`src/rtl/pfb_pkg.sv`:
```
// Shared types for the prefetch buffer victim selector.
// Assumes nothing beyond being compiled before the modules that import it.
package pfb_pkg;
    // Eviction class of an entry: lower value is evicted first.
    typedef enum logic [1:0] {
        CLS_EMPTY = 2'd0,
        CLS_SPENT = 2'd1,
        CLS_LIVE  = 2'd2
    } pick_class_e;
endpackage

```
`src/rtl/pfb_line_tracker.sv`:
```
// Per-entry record of which lines of the buffered row have been read.
// Produces the distinct-line count and an all-lines-read flag per entry.
// Assumes set and clear never target the same cycle (the top gates set by fill).
module pfb_line_tracker #(
    parameter int N_ENTRIES     = 16,
    parameter int LINES_PER_ROW = 16,
    localparam int EW = $clog2(N_ENTRIES),
    localparam int LW = $clog2(LINES_PER_ROW),
    localparam int UW = $clog2(LINES_PER_ROW + 1)
) (
    input  logic                      clk,
    input  logic                      rst_n,
    input  logic                      set_en,
    input  logic [EW-1:0]             set_entry,
    input  logic [LW-1:0]             set_line,
    input  logic                      clr_en,
    input  logic [EW-1:0]             clr_entry,
    output logic [N_ENTRIES*UW-1:0]   util_flat,
    output logic [N_ENTRIES-1:0]      full
);
    for (genvar e = 0; e < N_ENTRIES; e++) begin : g_entry
        logic [LINES_PER_ROW-1:0] seen_q;

        // Mark read lines; a fill of this entry wipes the record.
        always_ff @(posedge clk) begin
            if (!rst_n) begin
                seen_q <= '0;
            end else if (clr_en && clr_entry == EW'(e)) begin
                seen_q <= '0;
            end else if (set_en && set_entry == EW'(e)) begin
                seen_q[set_line] <= 1'b1;
            end
        end

        // Population count of the read-line record.
        always_comb begin
            logic [UW-1:0] cnt;
            cnt = '0;
            for (int b = 0; b < LINES_PER_ROW; b++) begin
                cnt = cnt + UW'(seen_q[b]);
            end
            util_flat[e*UW +: UW] = cnt;
        end

        // Row fully consumed when every line has been read.
        assign full[e] = &seen_q;
    end
endmodule

```
`src/rtl/pfb_recency_order.sv`:
```
// Strict recency ranking of the buffer entries, 0 least and N-1 most recent.
// Assumes ranks start as a permutation; each touch keeps them one.
module pfb_recency_order #(
    parameter int N_ENTRIES = 16,
    localparam int EW = $clog2(N_ENTRIES),
    localparam logic [EW-1:0] TOP_RANK = EW'(N_ENTRIES - 1)
) (
    input  logic                     clk,
    input  logic                     rst_n,
    input  logic                     touch_en,
    input  logic [EW-1:0]            touch_idx,
    output logic [N_ENTRIES*EW-1:0]  rec_flat
);
    logic [EW-1:0] prev_rank;

    // Rank the touched entry held before this update.
    always_comb begin
        prev_rank = '0;
        for (int i = 0; i < N_ENTRIES; i++) begin
            if (touch_idx == EW'(i)) prev_rank = rec_flat[i*EW +: EW];
        end
    end

    for (genvar e = 0; e < N_ENTRIES; e++) begin : g_rank
        logic [EW-1:0] rank_q;

        // Promote the touched entry to the top, slide the ones above it down.
        always_ff @(posedge clk) begin
            if (!rst_n) begin
                rank_q <= EW'(e);
            end else if (touch_en) begin
                if (touch_idx == EW'(e)) begin
                    rank_q <= TOP_RANK;
                end else if (rank_q > prev_rank) begin
                    rank_q <= rank_q - 1'b1;
                end
            end
        end

        assign rec_flat[e*EW +: EW] = rank_q;
    end
endmodule

```
`src/rtl/pfb_victim_pick.sv`:
```
// Combinational victim choice: empty entries, then consumed rows, then the
// smallest line-count plus rank, ties to smaller line count, then lower index.
// Assumes util and rank vectors come from the tracker and recency modules.
module pfb_victim_pick
    import pfb_pkg::*;
#(
    parameter int N_ENTRIES     = 16,
    parameter int LINES_PER_ROW = 16,
    localparam int EW = $clog2(N_ENTRIES),
    localparam int UW = $clog2(LINES_PER_ROW + 1),
    localparam int SW = $clog2(LINES_PER_ROW + N_ENTRIES),
    localparam int KW = 2 + SW + UW
) (
    input  logic [N_ENTRIES-1:0]     entry_valid,
    input  logic [N_ENTRIES*UW-1:0]  util_flat,
    input  logic [N_ENTRIES*EW-1:0]  rec_flat,
    input  logic [N_ENTRIES-1:0]     full,
    output logic [EW-1:0]            pick_idx
);
    logic [KW-1:0] key [N_ENTRIES];

    for (genvar e = 0; e < N_ENTRIES; e++) begin : g_key
        // Build a sortable key; class dominates, sum and count only matter when live.
        always_comb begin
            pick_class_e   cls;
            logic [SW-1:0] sum;
            logic [UW-1:0] u;
            u   = util_flat[e*UW +: UW];
            sum = SW'(u) + SW'(rec_flat[e*EW +: EW]);
            if (!entry_valid[e])  cls = CLS_EMPTY;
            else if (full[e])     cls = CLS_SPENT;
            else                  cls = CLS_LIVE;
            if (cls == CLS_LIVE) key[e] = {cls, sum, u};
            else                 key[e] = {cls, {SW{1'b0}}, {UW{1'b0}}};
        end
    end

    // Linear minimum scan; strict compare keeps the lowest index on equal keys.
    always_comb begin
        logic [KW-1:0] best;
        best     = key[0];
        pick_idx = '0;
        for (int i = 1; i < N_ENTRIES; i++) begin
            if (key[i] < best) begin
                best     = key[i];
                pick_idx = EW'(i);
            end
        end
    end
endmodule

```
`src/rtl/pfb_victim_select.sv`:
```
// Replacement state and victim selection for a row-granular prefetch buffer.
// A fill request sampled at an edge yields a one-cycle victim strobe next
// cycle; at the same edge the victim is cleared and made most recent.
// Assumes the controller ignores accesses it issues in a fill cycle.
module pfb_victim_select #(
    parameter int N_ENTRIES     = 16,
    parameter int LINES_PER_ROW = 16,
    localparam int EW = $clog2(N_ENTRIES),
    localparam int LW = $clog2(LINES_PER_ROW),
    localparam int UW = $clog2(LINES_PER_ROW + 1)
) (
    input  logic                  clk,
    input  logic                  rst_n,
    input  logic [N_ENTRIES-1:0]  entry_valid,
    input  logic                  acc_valid,
    input  logic [EW-1:0]         acc_entry,
    input  logic [LW-1:0]         acc_line,
    input  logic                  fill_req,
    output logic                  victim_valid,
    output logic [EW-1:0]         victim_idx
);
    logic [N_ENTRIES*UW-1:0] util_flat;
    logic [N_ENTRIES*EW-1:0] rec_flat;
    logic [N_ENTRIES-1:0]    full;
    logic [EW-1:0]           pick_idx;
    logic                    touch_en;
    logic [EW-1:0]           touch_idx;
    logic                    mark_en;

    // A fill wins the cycle; a coincident access is dropped.
    assign mark_en   = acc_valid && !fill_req;
    assign touch_en  = acc_valid || fill_req;
    assign touch_idx = fill_req ? pick_idx : acc_entry;

    pfb_line_tracker #(
        .N_ENTRIES    (N_ENTRIES),
        .LINES_PER_ROW(LINES_PER_ROW)
    ) u_lines (
        .clk       (clk),
        .rst_n     (rst_n),
        .set_en    (mark_en),
        .set_entry (acc_entry),
        .set_line  (acc_line),
        .clr_en    (fill_req),
        .clr_entry (pick_idx),
        .util_flat (util_flat),
        .full      (full)
    );

    pfb_recency_order #(
        .N_ENTRIES(N_ENTRIES)
    ) u_rank (
        .clk       (clk),
        .rst_n     (rst_n),
        .touch_en  (touch_en),
        .touch_idx (touch_idx),
        .rec_flat  (rec_flat)
    );

    pfb_victim_pick #(
        .N_ENTRIES    (N_ENTRIES),
        .LINES_PER_ROW(LINES_PER_ROW)
    ) u_pick (
        .entry_valid (entry_valid),
        .util_flat   (util_flat),
        .rec_flat    (rec_flat),
        .full        (full),
        .pick_idx    (pick_idx)
    );

    // Register the choice and the strobe for the controller.
    always_ff @(posedge clk) begin
        if (!rst_n) begin
            victim_valid <= 1'b0;
            victim_idx   <= '0;
        end else begin
            victim_valid <= fill_req;
            if (fill_req) victim_idx <= pick_idx;
        end
    end
endmodule

```
`config.mk`:
```
export PLATFORM = sky130hd
export DESIGN_NAME = pfb_victim_select
export DESIGN_NICKNAME = d
export VERILOG_FILES = /design/src/rtl/pfb_pkg.sv /design/src/rtl/pfb_line_tracker.sv /design/src/rtl/pfb_recency_order.sv /design/src/rtl/pfb_victim_pick.sv /design/src/rtl/pfb_victim_select.sv
export SDC_FILE = /design/constraint.sdc
export NUM_CORES = 2
export LEC_CHECK = 0
export ABC_AREA = 1
export CORE_MARGIN = 3
export CORE_UTILIZATION = 30
export CTS_BUF_LIST = sky130_fd_sc_hd__clkbuf_8 sky130_fd_sc_hd__clkbuf_16
export CTS_CLUSTER_SIZE = 14
export DETAILED_ROUTE_END_ITERATION = 8
export DONT_BUFFER_PORTS = 1
export PLACE_DENSITY = 0.53
export RECOVER_POWER = 50
export SKIP_CTS_REPAIR_TIMING = 1
export SLEW_MARGIN = 40
export SYNTH_ARGS = -nofsm -noshare
export SYNTH_HDL_FRONTEND = slang
export SYNTH_SLANG_ARGS = --single-unit
```
`constraint.sdc`:
```
create_clock -name clk -period 81.5 [get_ports clk]
set_input_delay 8.15 -clock clk [delete_from_list [all_inputs] [get_ports clk]]
set_output_delay 8.15 -clock clk [all_outputs]
set_load 0.02 [all_outputs]
```
==> flow_metrics.env <==
export IMPL_synth_edf_count=0
export IMPL_pre_cts_ws_ns=43.14
export IMPL_seqPwrFrac=0.144
export IMPL_die_area_um2=101000
export IMPL_synth_simple_gate_area_share=0.216
export IMPL_fmax_ghz=0.0244
export IMPL_start_util=0.304
export IMPL_syn_avg_cell_area_um2=7.29
export IMPL_seqCellArea_um2=6510
export IMPL_rsz0062_at_grt="false"
export IMPL_internal_power_w=0.000594
export IMPL_io_pins=33
export IMPL_wl_per_cell_um=16.7
export IMPL_syn_nets=4600
export IMPL_relSlewSlack=-0.712
export IMPL_fin_crit_ns=40.94
export IMPL_min_path_type="flip-flop to flip-flop"
export IMPL_synthCells=3991
export IMPL_clkPwrFrac=0.150
export IMPL_drt_initial_drc_count=1609
export IMPL_switching_power_w=0.000716
export IMPL_finalSetupTns_ns=0
export IMPL_crit_required_ns=81.95
export IMPL_max_cap_violations=4
export IMPL_outcome="finished with violations"
export IMPL_pwr_share_comb=0.705
export IMPL_dp_final_hpwl_mm=68.2
export IMPL_muxShareOfSynthArea=0
export IMPL_grt_pass1_wl_mm=139
export IMPL_routabilityCongestion=0.878
export IMPL_setup_ws_ns=40.56
export IMPL_clk_pin_slew_worst_paths_ns=0.06
export IMPL_port_buffers=0
export IMPL_worst_pin_slew_ns=2.54
export IMPL_grt_pass1_vias=24300
export IMPL_synth_compound_gate_area_share=0.151
export IMPL_viasPerCell=4.76
export IMPL_ir_worst_vdd_mv=0.0302
export IMPL_syn_to_final_growth_pct=10.1
export IMPL_htree_levels=2
export IMPL_cts_tree="yes"
export IMPL_drt_wl_total_mm=88.1
export IMPL_final_hold_viol_count=0
export IMPL_syn_cell_area_um2=29100
export IMPL_fin_skew_ns=0.0238
export IMPL_drv_slew=51
export IMPL_antenna_found_initial=7
export IMPL_crit_slowest_cell="nand2_1"
export IMPL_first_pass_iters=5
export IMPL_overflow=0
export IMPL_grt_max_degree=51
export IMPL_ys_seq_elements=325
export IMPL_synth_warnings=0
export IMPL_p_leak_nw=14.4
export IMPL_synth_distinct_cells=56
export IMPL_fill_cells=10400
export IMPL_synth_top_family_by_area="adder cells"
export IMPL_cpMostUsedCell="nand2_1"
export IMPL_fin_crit_sh=0.502
export IMPL_fin_nets=4587
export IMPL_worst_setup_path_start_kind="primary input"
export IMPL_switching_share=0.547
export IMPL_clock_path_buffers=3
export IMPL_yosysSeqAreaShare=0.224
export IMPL_multi_input_area_um2=19700
export IMPL_cts_root_buffer="clkbuf_16"
export IMPL_final_antenna_net_count=0
export IMPL_coreArea_um2=95600
export IMPL_critPathMaxStageDelay_ns=0.70
export IMPL_critPathKind="primary input to flip-flop"
export IMPL_violations="capacitance limit, slew limit"
export IMPL_cp_arrival_ns=41.38
export IMPL_yosys_most_used_dff="dfxtp_1"
export IMPL_fp_dieH_um=317
export IMPL_synthAdderAreaFrac=0.295
export IMPL_synth_xor_area_frac=0.0129
export IMPL_drive_above_1_share=0.0616
export IMPL_cellPowerDensity_nw_per_um2=40.9
export IMPL_clock_latency_ns=0.58
export IMPL_setup_viol=0
export IMPL_drc=0
export IMPL_grtUsageTotal=0.173
export IMPL_fp_dieW_um=317
export IMPL_clock_sinks=325
export IMPL_num_rows=113
export IMPL_async_reset_ff_frac=0
export IMPL_cts_buffers=41
export IMPL_path_max_fanout=27
export IMPL_endpoint_kind="flip-flop"
export IMPL_vias=25100
## synthesized netlist by cell type (3+ instances only)
| master | instances | area [um^2] |
|---|---|---|
| or2_0 | 15 | 93.8 |
| nor2_4 | 9 | 101 |
| o21ai_1 | 17 | 85.1 |
| o221ai_1 | 3 | 26.3 |
| nor3_1 | 38 | 190 |
| dfxtp_1 | 325 | 6510 |
| a211oi_1 | 16 | 120 |
| o221a_2 | 4 | 45.0 |
| nand3b_1 | 7 | 52.6 |
| inv_1 | 658 | 2470 |
| inv_2 | 27 | 101 |
| xor2_1 | 38 | 333 |
| o211ai_1 | 14 | 105 |
| nor2_1 | 550 | 2060 |
| or4_1 | 8 | 60.1 |
| o31ai_1 | 4 | 30.0 |
| ha_1 | 405 | 5070 |
| buf_6 | 3 | 33.8 |
| nand2_4 | 10 | 113 |
| a41oi_1 | 4 | 35.0 |
| fa_1 | 176 | 3520 |
| o21ai_0 | 256 | 1280 |
| nand2_2 | 42 | 263 |
| o21bai_1 | 3 | 22.5 |
| nor2_2 | 15 | 93.8 |
| o21a_1 | 5 | 37.5 |
| nand2_1 | 577 | 2170 |
| nor4_1 | 16 | 100 |
| buf_2 | 19 | 95.1 |
| clkbuf_1 | 63 | 236 |
| o21ba_2 | 11 | 110 |
| nand3_1 | 99 | 495 |
| a2111oi_0 | 7 | 61.3 |
| nand4_1 | 65 | 407 |
| a21oi_1 | 419 | 2100 |
| nand3_2 | 3 | 30.0 |
| a31oi_1 | 30 | 188 |
| xnor2_1 | 5 | 43.8 |
## kinds of logic (layout without fill, tap and decap cells)
| family | Yosys count | count (layout) |
|---|---|---|
| other | 0 | 1 |
| xor gates and xnor gates | 43 | 43 |
| and+or+nand+nor | 1461 | 1461 |
| DFF | 325 | 325 |
| adders and majority gates | 581 | 581 |
| buffers and inverters | 773 | 789 |
| AOI/OAI and AO/OA | 808 | 808 |
## worst paths after layout
kind | cells after the start | to | startpoint | slack (ns)
worst max-delay path | 129 | u_rank.g_rank[7].rank_q[3] | entry_valid[1] | 40.56
worst min-delay path | 2 | u_lines.g_entry[9].seen_q[5] | u_lines.g_entry[9].seen_q[5] | 0.48
worst max register to register | 137 | u_rank.g_rank[7].rank_q[3] | u_lines.g_entry[1].seen_q[0] | 43.88
worst min register to register | 2 | u_lines.g_entry[9].seen_q[5] | u_lines.g_entry[9].seen_q[5] | 0.48
## cell usage in the layout, fill, tap and decap left out, drive strengths merged, types with 2 or more instances in the layout
master      n
a221oi      2
or3         2
o21bai      3
nand2     629
clkinvlp    4
and3        2
nand3b      7
bufinv      5
nand3     103
ha        405
or4         8
clkinv      7
nor2      574
a41oi       4
o21ba      11
a2111oi     7
nor4       16
o31ai       4
inv       690
o21a        5
o21ai     275
a211oi     17
o311ai      2
o221a       4
a31oi      30
nor3       38
xor2       38
clkbuf     60
or2        17
xnor2       5
fa        176
nand4      65
o221ai      3
dfxtp     325
a21oi     421
buf        23
o211ai     14
## through the flow
step	cell area, um^2	std cells	utilization	hold WS [ns]	total power, W
4_1_cts	32200	5272	0.337	0.485	0.00133
3_3_place_gp	30600	5196	0.320	0.460	0.00111
5_1_grt	32000	5272	0.335	0.501	0.00147
6_report	32000	5273	0.335	0.480	0.00131
3_5_place_dp	30700	5200	0.321	0.470	0.00112
2_1_floorplan	29100	3991	-	0.452	0.000891
## layout make-up
| class | instances | area share |
|---|---|---|
| multi-input cells | 2893 | 0.615 |
| flip-flops and latches | 325 | 0.203 |
| inverters | 686 | 0.0805 |
| well taps | 1265 | 0.0494 |
| clock buffers | 52 | 0.0375 |
| clock inverters | 20 | 0.00797 |
| repair buffers | 31 | 0.00648 |
| diodes | 1 | 0.0000781 |
## worst max-delay path, delay by kind of cell
kind                     cells  cell delay (ns)
AND/OR/NAND/NOR             49            11.36
XOR/XNOR                     1             0.11
buffers and inverters        6             0.73
adder cells (fa/ha/maj)     16             5.18
AO/OA/AOI/OAI               57            15.73
## metal layers
layer  wire length (um)  global-route usage  part of all wire  vias up
li1                   -                   -                 -    13000
met1              43100               0.250              0.49    11600
met2              38100               0.272              0.43      475
met3               5540              0.0306             0.063       77
met4               1350              0.0310             0.015        0
met5                  0                   0                 0        -
## power groups by stage
stage | combinational (W) | clock (W) | sequential [W]
after global routing | 0.00107 | 0.000209 | 0.000191
after global placement | 0.000920 | 0 | 0.000193
after floorplan | 0.000707 | 0 | 0.000184
after CTS | 0.000936 | 0.000203 | 0.000189
after detailed placement | 0.000929 | 0 | 0.000192
final | 0.000924 | 0.000197 | 0.000189
## state kept, by name, summed over array words and instances (netlist names)
signal and flops:
u_lines.g_entry.seen_q 256, u_rank.g_rank.rank_q 64, victim_idx 4, victim_valid 1
Note: power is estimated with default switching activity, not from simulation.
